### src/rtl/pvic_pkg.sv
package pvic_pkg;

    typedef enum logic [1:0] {
        PV_IDLE = 2'd0,
        PV_READ = 2'd1,
        PV_WAIT = 2'd2,
        PV_TAKE = 2'd3
    } pvic_state_e;

endpackage

### src/rtl/pvic_req_capture.sv
module pvic_req_capture #(
    parameter int N = 8
) (
    input  logic         clk,
    input  logic         rst_n,
    input  logic [N-1:0] req_i,
    input  logic [N-1:0] clr_i,
    output logic [N-1:0] pend_o
);

    logic [N-1:0] prev_q;

    always_ff @(posedge clk) begin
        if (!rst_n) begin
            prev_q <= '0;
        end else begin
            prev_q <= req_i;
        end
    end

    // One pending flag per level; a fresh edge wins over a clear.
    for (genvar g = 0; g < N; g++) begin : g_lvl
        logic flag_q;
        logic rise;

        assign rise = req_i[g] & ~prev_q[g];

        always_ff @(posedge clk) begin
            if (!rst_n) begin
                flag_q <= 1'b0;
            end else if (rise) begin
                flag_q <= 1'b1;
            end else if (clr_i[g]) begin
                flag_q <= 1'b0;
            end
        end

        assign pend_o[g] = flag_q;
    end

endmodule

### src/rtl/pvic_prio_pick.sv
module pvic_prio_pick #(
    parameter int N  = 8,
    parameter int LW = 3
) (
    input  logic [N-1:0]  pend_i,
    input  logic [N-1:0]  elig_i,
    output logic          valid_o,
    output logic [LW-1:0] lvl_o
);

    logic [N-1:0] cand;

    // Scan upward so the highest eligible index is the last one kept.
    always_comb begin
        cand    = pend_i & elig_i;
        valid_o = 1'b0;
        lvl_o   = '0;
        for (int i = 0; i < N; i++) begin
            if (cand[i]) begin
                valid_o = 1'b1;
                lvl_o   = LW'(i);
            end
        end
    end

endmodule

### src/rtl/pvic_svc_stack.sv
module pvic_svc_stack #(
    parameter int DEPTH = 8,
    parameter int LW    = 3
) (
    input  logic          clk,
    input  logic          rst_n,
    input  logic          push_i,
    input  logic          pop_i,
    input  logic [LW-1:0] push_lvl_i,
    output logic [LW-1:0] top_o,
    output logic          empty_o,
    output logic          full_o
);

    localparam int CW = $clog2(DEPTH + 1);
    localparam int IW = (DEPTH > 1) ? $clog2(DEPTH) : 1;

    logic [LW-1:0] mem_q [DEPTH];
    logic [CW-1:0] cnt_q;
    logic          do_pop;
    logic          do_push;
    logic [IW-1:0] wr_idx;
    logic [IW-1:0] top_idx;

    assign empty_o = (cnt_q == '0);
    assign full_o  = (cnt_q == CW'(DEPTH));
    assign do_pop  = pop_i && !empty_o;
    // A pop in the same cycle frees the slot the push will use.
    assign do_push = push_i && (!full_o || do_pop);
    assign top_idx = IW'(cnt_q - CW'(1));
    assign wr_idx  = do_pop ? top_idx : IW'(cnt_q);
    assign top_o   = empty_o ? '0 : mem_q[top_idx];

    always_ff @(posedge clk) begin
        if (!rst_n) begin
            cnt_q <= '0;
        end else begin
            cnt_q <= cnt_q + CW'(do_push) - CW'(do_pop);
        end
    end

    always_ff @(posedge clk) begin
        if (!rst_n) begin
            for (int i = 0; i < DEPTH; i++) begin
                mem_q[i] <= '0;
            end
        end else if (do_push) begin
            mem_q[wr_idx] <= push_lvl_i;
        end
    end

endmodule

### src/rtl/pvic_top.sv
module pvic_top
    import pvic_pkg::*;
#(
    parameter int                  NUM_LVL   = 8,
    parameter int                  STK_DEPTH = 8,
    parameter int                  ADDR_W    = 16,
    parameter logic [ADDR_W-1:0]   VT_BASE   = 16'h0040
) (
    input  logic                       clk,
    input  logic                       rst_n,
    input  logic [NUM_LVL-1:0]         irq_i,
    input  logic                       insn_done_i,
    input  logic                       int_en_i,
    input  logic                       nest_en_i,
    input  logic                       ret_i,
    output logic                       vt_rd_en_o,
    output logic [ADDR_W-1:0]          vt_rd_addr_o,
    input  logic [ADDR_W-1:0]          vt_rd_data_i,
    output logic                       take_o,
    output logic [$clog2(NUM_LVL)-1:0] take_level_o,
    output logic [ADDR_W-1:0]          take_vaddr_o,
    output logic [ADDR_W-1:0]          take_handler_o
);

    localparam int LVL_W = $clog2(NUM_LVL);

    pvic_state_e          state_q;
    pvic_state_e          state_d;
    logic [NUM_LVL-1:0]   pend;
    logic [NUM_LVL-1:0]   clr_vec;
    logic [NUM_LVL-1:0]   elig;
    logic                 win_valid;
    logic [LVL_W-1:0]     win_lvl;
    logic [LVL_W-1:0]     stk_top;
    logic                 stk_empty;
    logic                 stk_full;
    logic                 push;
    logic                 start;
    logic                 st_idle;
    logic [LVL_W-1:0]     sel_q;
    logic [ADDR_W-1:0]    handler_q;
    logic [ADDR_W-1:0]    vaddr;

    pvic_req_capture #(
        .N (NUM_LVL)
    ) u_capture (
        .clk    (clk),
        .rst_n  (rst_n),
        .req_i  (irq_i),
        .clr_i  (clr_vec),
        .pend_o (pend)
    );

    // Mask: nothing in service -> all levels; otherwise only strictly above the top.
    always_comb begin
        for (int i = 0; i < NUM_LVL; i++) begin
            elig[i] = stk_empty ? 1'b1 : (nest_en_i && (i > int'(stk_top)));
        end
    end

    pvic_prio_pick #(
        .N  (NUM_LVL),
        .LW (LVL_W)
    ) u_pick (
        .pend_i  (pend),
        .elig_i  (elig),
        .valid_o (win_valid),
        .lvl_o   (win_lvl)
    );

    pvic_svc_stack #(
        .DEPTH (STK_DEPTH),
        .LW    (LVL_W)
    ) u_stack (
        .clk        (clk),
        .rst_n      (rst_n),
        .push_i     (push),
        .pop_i      (ret_i),
        .push_lvl_i (sel_q),
        .top_o      (stk_top),
        .empty_o    (stk_empty),
        .full_o     (stk_full)
    );

    assign start = (state_q == PV_IDLE) && insn_done_i && int_en_i && win_valid;
    assign vaddr = VT_BASE + ADDR_W'({sel_q, 2'b00});

    // State register
    always_ff @(posedge clk) begin
        if (!rst_n) begin
            state_q <= PV_IDLE;
        end else begin
            state_q <= state_d;
        end
    end

    // Next-state logic
    always_comb begin
        state_d = state_q;
        unique case (state_q)
            PV_IDLE: if (start) state_d = PV_READ;
            PV_READ: state_d = PV_WAIT;
            PV_WAIT: state_d = PV_TAKE;
            PV_TAKE: state_d = PV_IDLE;
            default: state_d = PV_IDLE;
        endcase
    end

    // Data captured along the sequence
    always_ff @(posedge clk) begin
        if (!rst_n) begin
            sel_q     <= '0;
            handler_q <= '0;
        end else begin
            if (start) begin
                sel_q <= win_lvl;
            end
            if (state_q == PV_WAIT) begin
                handler_q <= vt_rd_data_i;
            end
        end
    end

    // Outputs decoded from the state
    always_comb begin
        vt_rd_en_o     = 1'b0;
        vt_rd_addr_o   = '0;
        take_o         = 1'b0;
        take_level_o   = '0;
        take_vaddr_o   = '0;
        take_handler_o = '0;
        push           = 1'b0;
        clr_vec        = '0;
        st_idle        = 1'b0;
        unique case (state_q)
            PV_IDLE: st_idle = 1'b1;
            PV_READ: begin
                vt_rd_en_o   = 1'b1;
                vt_rd_addr_o = vaddr;
            end
            PV_WAIT: ;
            PV_TAKE: begin
                take_o         = 1'b1;
                take_level_o   = sel_q;
                take_vaddr_o   = vaddr;
                take_handler_o = handler_q;
                push           = 1'b1;
                clr_vec        = NUM_LVL'(1) << sel_q;
            end
            default: ;
        endcase
    end

endmodule

### config.mk
export PLATFORM = sky130hd
export DESIGN_NAME = pvic_top
export DESIGN_NICKNAME = d
export VERILOG_FILES = /design/src/rtl/pvic_pkg.sv /design/src/rtl/pvic_req_capture.sv /design/src/rtl/pvic_prio_pick.sv /design/src/rtl/pvic_svc_stack.sv /design/src/rtl/pvic_top.sv
export SDC_FILE = /design/constraint.sdc
export NUM_CORES = 1
export LEC_CHECK = 0
export CAP_MARGIN = 20
export CORE_MARGIN = 2
export CORE_UTILIZATION = 50
export DETAILED_ROUTE_END_ITERATION = 7
export PLACE_DENSITY = 0.77
export SYNTH_ARGS = -nofsm -noshare
export SYNTH_HDL_FRONTEND = slang
export SYNTH_SLANG_ARGS = --single-unit
### constraint.sdc
create_clock -name clk -period 6.3 [get_ports clk]
set_input_delay 0.945 -clock clk [delete_from_list [all_inputs] [get_ports clk]]
set_output_delay 0.945 -clock clk [all_outputs]
set_load 0.005 [all_outputs]
==> impl_metrics.py, run 1 <==
metrics = {
    "run_status": {
        "status": "completed",
    },
    "logic_synthesis": {
        "synth.ff_latch_count": 65,
        "synthArstFlopShare": 0,
        "ys_types": 49,
        "synth-main-ff-cell": "dfxtp_1",
        "ys_seq_area_frac": 0.4221,
        "synth_edf_count": 24,
        "synthesis.instances": 370,
        "synth.cell_area_sq_um": 3652,
        "ys_warn_count": 0,
        "synth.avg_cell_area_sq_um": 9.871,
    },
    "pwr": {
        "p_int_w": 0.0009507,
        "ir_worst_vdd_v": 0.0001719,
        "p_sw_frac": 0.3951,
        "p_sw_w": 0.0006209,
        "seqPwrFrac": 0.358,
        "powerDensity_nw_per_um2": 366.6,
        "p_comb_frac": 0.462,
        "power.leakage_nw": 1.653,
        "pwr-share-clk": 0.180,
    },
    "sta": {
        "min_period_ns": 3.401,
        "relSlewSlack": 0.3462,
        "rsz0062_at_grt": "no",
        "tightest_slew_ns": 0.9807,
        "period_share": 0.5399,
        "setup_viol": 0,
        "hold_viol": 0,
        "fin_skew_ns": 0.005021,
        "fin_ws_ns": 2.899,
        "totalNegativeSetupSlack_ns": 0,
        "fmax_mhz": 294.0,
        "slew_viol_final": 0,
    },
    "setup_path": {
        "arrival_ns": 3.67,
        "path_cells": "inv_1, ha_1, mux2i_1, a31oi_2, nand4_4, a211oi_1, nor3_2, o21ai_2, and3_4, mux2i_1",
        "cp_top_family": "compound AO/OA/AOI/OAI gates",
        "cp_max_fo": 22,
        "worstPathRequired_ns": 6.56,
        "critPathMaxStageDelay_ns": 0.86,
        "r2r_cells": 10,
        "cp_num_buf_inv": 1,
        "cp_slowest_cell": "ha_1",
        "cp-end-kind": "register",
        "criticalPathCategory": "register to register",
        "crit_cells": 10,
        "cpMostUsedCell": "mux2i_1",
        "startpoint_type": "register",
    },
    "grt": {
        "antenna_found_initial": 0,
        "grt_max_degree": 30,
        "overflow": 0,
        "grt_pass1_vias": 2609,
        "grt_pass1_wl_mm": 12.32,
        "grt_usage": 0.2045,
    },
    "clocking": {
        "cts.sinks": 65,
        "cts_max_level": 3,
        "post_cts_resized": 0,
        "cts_made_buffers": 9,
        "clock-root-buffer": "clkbuf_8",
        "cts_max_path_buffers": 2,
        "ctsHoldBuffers": 0,
        "path_clk_slew_ns": 0.07,
        "cts_tree": "built",
        "postCtsSetupRepairBufs": 0,
        "clk_latency_ns": 0.33,
    },
    "layout": {
        "fillers": 619,
        "layout-drive-gt1-share": 0.06176,
        "areaGrowthSynthToFinish_pct": 17.37,
        "n_antenna_cell": 0,
        "mostFrequentLayoutCell": "clkdlybuf4s50_1",
        "final_nets": 461,
        "layout_common_cells": "58 x clkdlybuf4s50_1, 55 x and2_1, 41 x dfxtp_1, 30 x nor2_1, 25 x mux2i_1",
    },
    "routing": {
        "dr.pass1.iters": 4,
        "wl_mm": 7.692,
        "initialDrtViolationCount": 152,
        "num_vias": 2721,
        "post-route-drc-count": 0,
        "postRouteAntennaNets": 0,
        "wl_per_cell_um": 14.79,
        "viasPerCell": 5.233,
    },
    "placement": {
        "hpwl_mm": 5.603,
        "routabilityCongestion": 0.9011,
        "place_ws_ns": 2.938,
        "portBuffers": 58,
    },
    "die": {
        "die_x_um": 89.47,
        "die_y_um": 89.47,
        "dieArea_sq_um": 8004,
        "start_util": 0.5090,
        "io_pins": 83,
        "core_area_sq_um": 7176,
        "fp-row-count": 31,
    },
    "hold_path": {
        "min_path_cells": 2,
        "hold_path_class": "register to register",
    },
    "job": {
        "cap_violations": 0,
    },
}
[synthesized netlist by cell type, drive strengths merged (2+ instances only)]
cell type | number | area, sq um
and2 | 55 | 344.1
dfxtp | 41 | 820.8
buf | 33 | 259.0
nor2 | 30 | 112.6
mux2i | 25 | 250.2
edfxtp | 24 | 720.7
inv | 16 | 60.06
nand2b | 15 | 93.84
o21ai | 15 | 93.85
a21oi | 14 | 70.07
ha | 13 | 162.7
clkbuf | 12 | 45.04
nand3 | 11 | 55.05
a31oi | 9 | 68.81
nand2 | 9 | 33.78
nor3 | 5 | 30.03
and3b | 4 | 40.04
o31ai | 4 | 30.03
and3 | 3 | 23.77
mux4 | 3 | 75.07
nor2b | 3 | 18.77
a211oi | 2 | 15.01
a22oi | 2 | 15.01
nand4 | 2 | 27.53
o21a | 2 | 15.01
or2 | 2 | 12.51
xnor2 | 2 | 25.03
xor2 | 2 | 17.52
[worst register-to-register path: stages, from the launching register on]
cell      delay [ns]
dfxtp_1         0.49
inv_1           0.20
ha_1            0.86
mux2i_1         0.21
a31oi_2         0.29
nand4_4         0.17
a211oi_1        0.35
nor3_2          0.11
o21ai_2         0.25
and3_4          0.24
mux2i_1         0.17
[stage by stage]
step / area, sq um / total power, W / cells / hold WS [ns] / util
6_report: 4287 / 0.001572 / 520 / 0.4701 / 0.5974
5_1_grt: 4287 / 0.001689 / 520 / 0.4994 / 0.5974
4_1_cts: 4287 / 0.001578 / 520 / 0.4715 / 0.5974
3_5_place_dp: 4139 / 0.001294 / 505 / 0.4629 / 0.5768
3_3_place_gp: 4139 / 0.001272 / 505 / 0.4549 / 0.5768
2_1_floorplan: 3739 / 0.001145 / 393 / 0.4438 / -
[sequential cells by signal, summed over array words and instances (netlist names)]
signal and cells:
u_stack.mem_q 24, handler_q 16, u_capture.g_lvl.flag_q 8, u_capture.prev_q 8, u_stack.cnt_q 4, sel_q 3
state_q 2
[routing by layer]
layer  wire (um)  track usage  part of all wire
met4          77      0.05563             0.010
met5           0            0                 0
met1        3306       0.2562              0.43
met3         759      0.09418             0.099
met2        3549       0.3199              0.46
[logic make-up after synthesis]
logic type,after synthesis,synth area share
AO/OA/AOI/OAI,58,0.1096
buffers and inverters,61,0.09969
flip-flops,65,0.4221
adder cells (fa/ha/maj),14,0.05002
other,1,0.001027
multiplexers,28,0.08907
XOR/XNOR,4,0.01165
AND/OR/NAND/NOR,139,0.2169
[layout make-up]
class / count / area (sq um) / area share
multi-input combinational: 267 / 1833 / 0.4276
sequential: 65 / 1541 / 0.3596
timing repair buffer: 58 / 580.6 / 0.1354
clock buffer: 14 / 142.6 / 0.03328
tap: 99 / 123.9 / 0.02890
inverter: 16 / 60.06 / 0.01401
clock inverter: 1 / 5.005 / 0.001168
[power by group through the flow]
stage | clock network, W | logic [W] | registers [W]
6_report | 0.000283 | 0.000727 | 0.000562
5_1_grt | 0.000305 | 0.000812 | 0.000572
4_1_cts | 0.000288 | 0.000728 | 0.000562
3_5_place_dp | 0 | 0.000724 | 0.000570
3_3_place_gp | 0 | 0.000705 | 0.000568
2_1_floorplan | 0 | 0.000615 | 0.000530
[worst paths after layout]
check	end	slack [ns]	from
worst min register to register	u_capture.g_lvl[0].flag_q	0.47	u_capture.g_lvl[0].flag_q
worst min-delay path	u_capture.g_lvl[0].flag_q	0.47	u_capture.g_lvl[0].flag_q
worst max-delay path	state_q[1]	2.90	u_stack.cnt_q[0]
worst max register to register	state_q[1]	2.90	u_stack.cnt_q[0]
Power figures use the tool's default switching activity.
==> run 2: changes to the inputs <==
==> constraint.sdc (replaced) <==
create_clock -name clk -period 3.5 [get_ports clk]
set_input_delay 0.525 -clock clk [delete_from_list [all_inputs] [get_ports clk]]
set_output_delay 0.525 -clock clk [all_outputs]
set_load 0.005 [all_outputs]
==> impl_metrics.py, run 2 (same netlist as run 1, synthesis figures left out) <==
metrics = {
    "run_status": {
        "status": "completed",
    },
    "routing": {
        "wl_mm": 7.925,
        "initialDrtViolationCount": 151,
        "num_vias": 2709,
        "postRouteAntennaNets": 0,
        "post-route-drc-count": 0,
        "dr.pass1.iters": 4,
        "wl_per_cell_um": 15.07,
        "viasPerCell": 5.150,
    },
    "layout": {
        "n_antenna_cell": 0,
        "final_util": 0.6070,
        "areaGrowthSynthToFinish_pct": 19.25,
        "largest_register_ffs": 24,
        "final_nets": 466,
        "top_register": "u_stack.mem_q",
        "layout-drive-gt1-share": 0.08899,
        "layout_common_cells": "58 x clkdlybuf4s50_1, 55 x and2_1, 41 x dfxtp_1, 30 x nor2_1, 25 x mux2i_1",
        "mostFrequentLayoutCell": "clkdlybuf4s50_1",
        "reg_top3": "u_stack.mem_q (24), handler_q (16)",
    },
    "setup_path": {
        "startpoint": "u_stack.cnt_q[1]",
        "cp-end-kind": "register",
        "arrival_ns": 3.35,
        "cp_max_fo": 22,
        "criticalPathCategory": "register to register",
        "reg2reg_from": "u_stack.cnt_q[1]",
        "worstPathRequired_ns": 3.78,
        "startpoint_type": "register",
    },
    "grt": {
        "grt_max_degree": 23,
        "grt_usage": 0.2106,
        "grt_pass1_wl_mm": 12.60,
        "grt_use_met2": 0.3394,
        "grt_pass1_vias": 2626,
        "overflow": 0,
        "grt.busiest_layer": "met2",
        "antenna_found_initial": 0,
        "use_met3": 0.06925,
        "grtUsageMet1": 0.2625,
    },
    "pwr": {
        "pwr-share-clk": 0.201,
        "ir_worst_vdd_v": 0.0002895,
        "p_sw_w": 0.001179,
        "p_sw_frac": 0.4052,
        "power_w": 0.002911,
        "seqPwrFrac": 0.346,
        "power.leakage_nw": 1.697,
        "p_comb_frac": 0.453,
        "p_int_w": 0.001731,
        "powerDensity_nw_per_um2": 668.3,
    },
    "job": {
        "cap_violations": 0,
    },
    "placement": {
        "routabilityCongestion": 0.8866,
        "portBuffers": 58,
        "place_ws_ns": 0.3249,
        "hpwl_mm": 5.733,
    },
    "sta": {
        "hold_viol": 0,
        "min_period_ns": 3.074,
        "slew_viol_final": 0,
        "setup_viol": 0,
        "rsz0062_at_grt": "no",
        "period_share": 0.8784,
        "fin_ws_ns": 0.4257,
        "fin_skew_ns": 0.009753,
        "totalNegativeSetupSlack_ns": 0,
        "tightest_slew_ns": 0.9743,
        "relSlewSlack": 0.3505,
        "fmax_mhz": 325.3,
    },
    "die": {
        "fp-row-count": 31,
        "start_util": 0.5090,
        "die_y_um": 89.47,
        "die_x_um": 89.47,
        "io_pins": 83,
        "dieArea_sq_um": 8004,
        "core_area_sq_um": 7176,
    },
    "hold_path": {
        "hp-start": "u_capture.prev_q[5]",
        "hold_path_class": "register to register",
    },
    "clocking": {
        "cts_max_level": 3,
        "path_clk_slew_ns": 0.08,
        "cts_tree": "built",
        "cts_made_buffers": 9,
        "clock-root-buffer": "clkbuf_8",
        "cts_max_path_buffers": 2,
        "ctsHoldBuffers": 0,
        "cts.sinks": 65,
        "clk_latency_ns": 0.35,
    },
}
-- run 2: routing by layer --
layer / share of wire / up-vias
met2: 0.48 / 113
met5: 0 / -
li1: - / 1324
met4: 0.011 / 0
met1: 0.44 / 1263
met3: 0.071 / 9
-- run 2: final timing paths --
path / to / depth (start not counted) / slack, ns
worst max-delay path: state_q[1] / 10 / 0.43
worst min-delay path: u_capture.g_lvl[5].flag_q / 2 / 0.49
worst max register to register: state_q[1] / 10 / 0.43
worst min register to register: u_capture.g_lvl[5].flag_q / 2 / 0.49
-- run 2: power groups by stage --
stage	combinational, W	clock (W)	sequential [W]
floorplan	0.00111	0	0.000954
global placement	0.00127	0	0.00102
detailed placement	0.00130	0	0.00102
CTS	0.00131	0.000598	0.00101
global route	0.00146	0.000625	0.00103
finish	0.00132	0.000585	0.00101
-- run 2: area by class of cell --
class                      instances  area (sq um)
fill                             617          2820
multi-input combinational        267          1836
sequential                        65          1541
timing repair buffer              63         618.1
clock buffer                       9         123.9
tap                               99         123.9
inverter                          16         60.06
clock inverter                     7         52.55
-- run 2: timing repair --
item,4_1_cts,5_1_grt
buffers inserted,0,0
gates resized for setup,0,1
setup endpoints to repair,0,1
-- run 2: stage by stage --
step                      cell area, sq um  cells  hold WS, ns
after floorplan                       3739    393       0.4438
after global placement                4177    510       0.4642
after detailed placement              4177    510       0.4779
after CTS                             4353    526       0.4873
after global routing                  4355    526       0.5085
final                                 4355    526       0.4855
-- run 2: worst max-delay path, cell delays in order (launching register included) --
cell and delay, ns:
dfxtp_1 0.46, inv_1 0.14, ha_2 0.63, mux2i_1 0.17
a31oi_2 0.30, nand4_4 0.18, a211oi_1 0.36, nor3_2 0.11
o21ai_2 0.26, and3_4 0.23, mux2i_1 0.16
==> run 3: changes to the inputs <==
--- a/config.mk
+++ b/config.mk
@@ -7,9 +7,9 @@
 export LEC_CHECK = 0
 export CAP_MARGIN = 20
 export CORE_MARGIN = 2
-export CORE_UTILIZATION = 50
+export CORE_UTILIZATION = 30
 export DETAILED_ROUTE_END_ITERATION = 7
-export PLACE_DENSITY = 0.77
+export PLACE_DENSITY = 0.54
 export SYNTH_ARGS = -nofsm -noshare
 export SYNTH_HDL_FRONTEND = slang
 export SYNTH_SLANG_ARGS = --single-unit
==> impl_metrics.py, run 3 (same netlist as run 1, synthesis figures left out) <==
metrics = {
    "layout": {
        "layout_common_cells": "58 x clkdlybuf4s50_1, 55 x and2_1, 41 x dfxtp_1, 30 x nor2_1, 25 x mux2i_1",
        "n_antenna_cell": 0,
        "mostFrequentLayoutCell": "clkdlybuf4s50_1",
        "layout-drive-gt1-share": 0.08197,
        "areaGrowthSynthToFinish_pct": 24.43,
        "largest_register_ffs": 24,
        "multi_input_area_sq_um": 1836,
        "stdcell_count": 574,
        "fillers": 1190,
        "top_register": "u_stack.mem_q",
        "final_util": 0.3799,
        "reg_top3": "u_stack.mem_q (24), handler_q (16)",
        "seq_area_sq_um": 1541,
        "final_nets": 466,
    },
    "placement": {
        "place_ws_ns": 0.1816,
        "routabilityCongestion": 0.8240,
        "hpwl_mm": 6.308,
        "place_inst": 558,
        "portBuffers": 58,
    },
    "hold_path": {
        "hold_path_class": "register to register",
    },
    "sta": {
        "tightest_slew_ns": 1.016,
        "relSlewSlack": 0.3226,
        "totalNegativeSetupSlack_ns": 0,
        "setup_viol": 0,
        "period_share": 0.9069,
        "hold_viol": 0,
        "fin_ws_ns": 0.3257,
        "fmax_mhz": 315.0,
        "fin_skew_ns": 0.006844,
        "slew_viol_final": 0,
        "min_period_ns": 3.174,
        "rsz0062_at_grt": "no",
    },
    "pwr": {
        "power_w": 0.003234,
        "power.leakage_nw": 1.753,
        "powerDensity_nw_per_um2": 711.7,
        "ir_worst_vdd_v": 0.0002357,
    },
    "grt": {
        "grt_pass1_wl_mm": 14.07,
        "grt_max_degree": 30,
        "overflow": 0,
        "grt_usage": 0.1386,
        "grt_pass1_vias": 2797,
        "antenna_found_initial": 0,
    },
    "clocking": {
        "clk_latency_ns": 0.33,
        "cts.sinks": 65,
        "ctsHoldBuffers": 0,
        "cts_tree": "built",
        "cts_max_path_buffers": 2,
        "clock-root-buffer": "clkbuf_16",
        "cts_max_level": 3,
        "postCtsSetupRepairBufs": 0,
        "cts_made_buffers": 9,
        "path_clk_slew_ns": 0.05,
    },
    "die": {
        "start_util": 0.3053,
        "die_y_um": 114.3,
        "dieArea_sq_um": 13070,
        "die_x_um": 114.3,
        "io_pins": 83,
        "core_area_sq_um": 11960,
        "fp-row-count": 40,
    },
    "setup_path": {
        "cp-end-kind": "register",
        "startpoint_type": "register",
        "arrival_ns": 3.43,
        "worstPathRequired_ns": 3.76,
        "criticalPathCategory": "register to register",
        "cp_max_fo": 22,
    },
    "routing": {
        "num_vias": 2715,
        "viasPerCell": 4.730,
        "initialDrtViolationCount": 78,
        "dr.pass1.iters": 4,
        "post-route-drc-count": 0,
        "wl_per_cell_um": 14.93,
        "postRouteAntennaNets": 0,
        "wl_mm": 8.572,
    },
    "job": {
        "cap_violations": 0,
    },
    "run_status": {
        "status": "completed",
    },
}
==> run 3: cell count changes in the layout (fill, tap and decap cells not counted), sizes merged <==
cell | before | now
clkbuf | 9 | 15
clkinv | 4 | 1
inv | 19 | 16
==> run 3: power by group <==
group / leakage, nW / internal [W] / switching, W
clock network: 0.150 / 0.000584 / 0.000315
logic: 1.02 / 0.000587 / 0.000760
registers: 0.585 / 0.000888 / 0.0000998
==> run 3: critical path: stages (launching register included) <==
cell	delay (ns)
dfxtp_1	0.51
inv_1	0.22
ha_2	0.66
mux2i_1	0.16
a31oi_2	0.28
nand4_4	0.17
a211oi_1	0.34
nor3_2	0.10
o21ai_2	0.26
and3_4	0.23
mux2i_1	0.18
==> run 3: final cells by class <==
cell class | instances | area share
flip-flops and latches | 65 | 0.3392
clock inverters | 1 | 0.001101
inverters | 16 | 0.01322
repair buffers | 63 | 0.1360
multi-input cells | 267 | 0.4039
clock buffers | 15 | 0.06608
well taps | 147 | 0.04047
==> run 3: repair_timing <==
action,4_1_cts,5_1_grt
resized for setup,0,1
setup endpoints to repair,0,3
endpoints found under the hold margin,0,0
==> run 3: metrics by stage <==
step	hold WS [ns]	instance area, sq um
finish	0.4885	4544
global route	0.5137	4544
CTS	0.4919	4542
detailed placement	0.4774	4237
global placement	0.4636	4237
floorplan	0.4438	3739
==> run 3: routing by layer <==
layer / wire [um] / track usage / vias to the layer above
met5: 0 / 0 / -
met4: 160 / 0.05854 / 0
met3: 591 / 0.03759 / 14
met1: 4025 / 0.1773 / 1266
met2: 3795 / 0.2210 / 105
li1: - / - / 1330
==> run 3: worst paths after layout <==
| check | startpoint | endpoint | slack [ns] | depth (start not counted) |
|---|---|---|---|---|
| max | u_stack.cnt_q[0] | state_q[1] | 0.33 | 10 |
| min | handler_q[3] | handler_q[3] | 0.49 | 2 |
| max reg2reg | u_stack.cnt_q[0] | state_q[1] | 0.33 | 10 |
| min reg2reg | handler_q[3] | handler_q[3] | 0.49 | 2 |
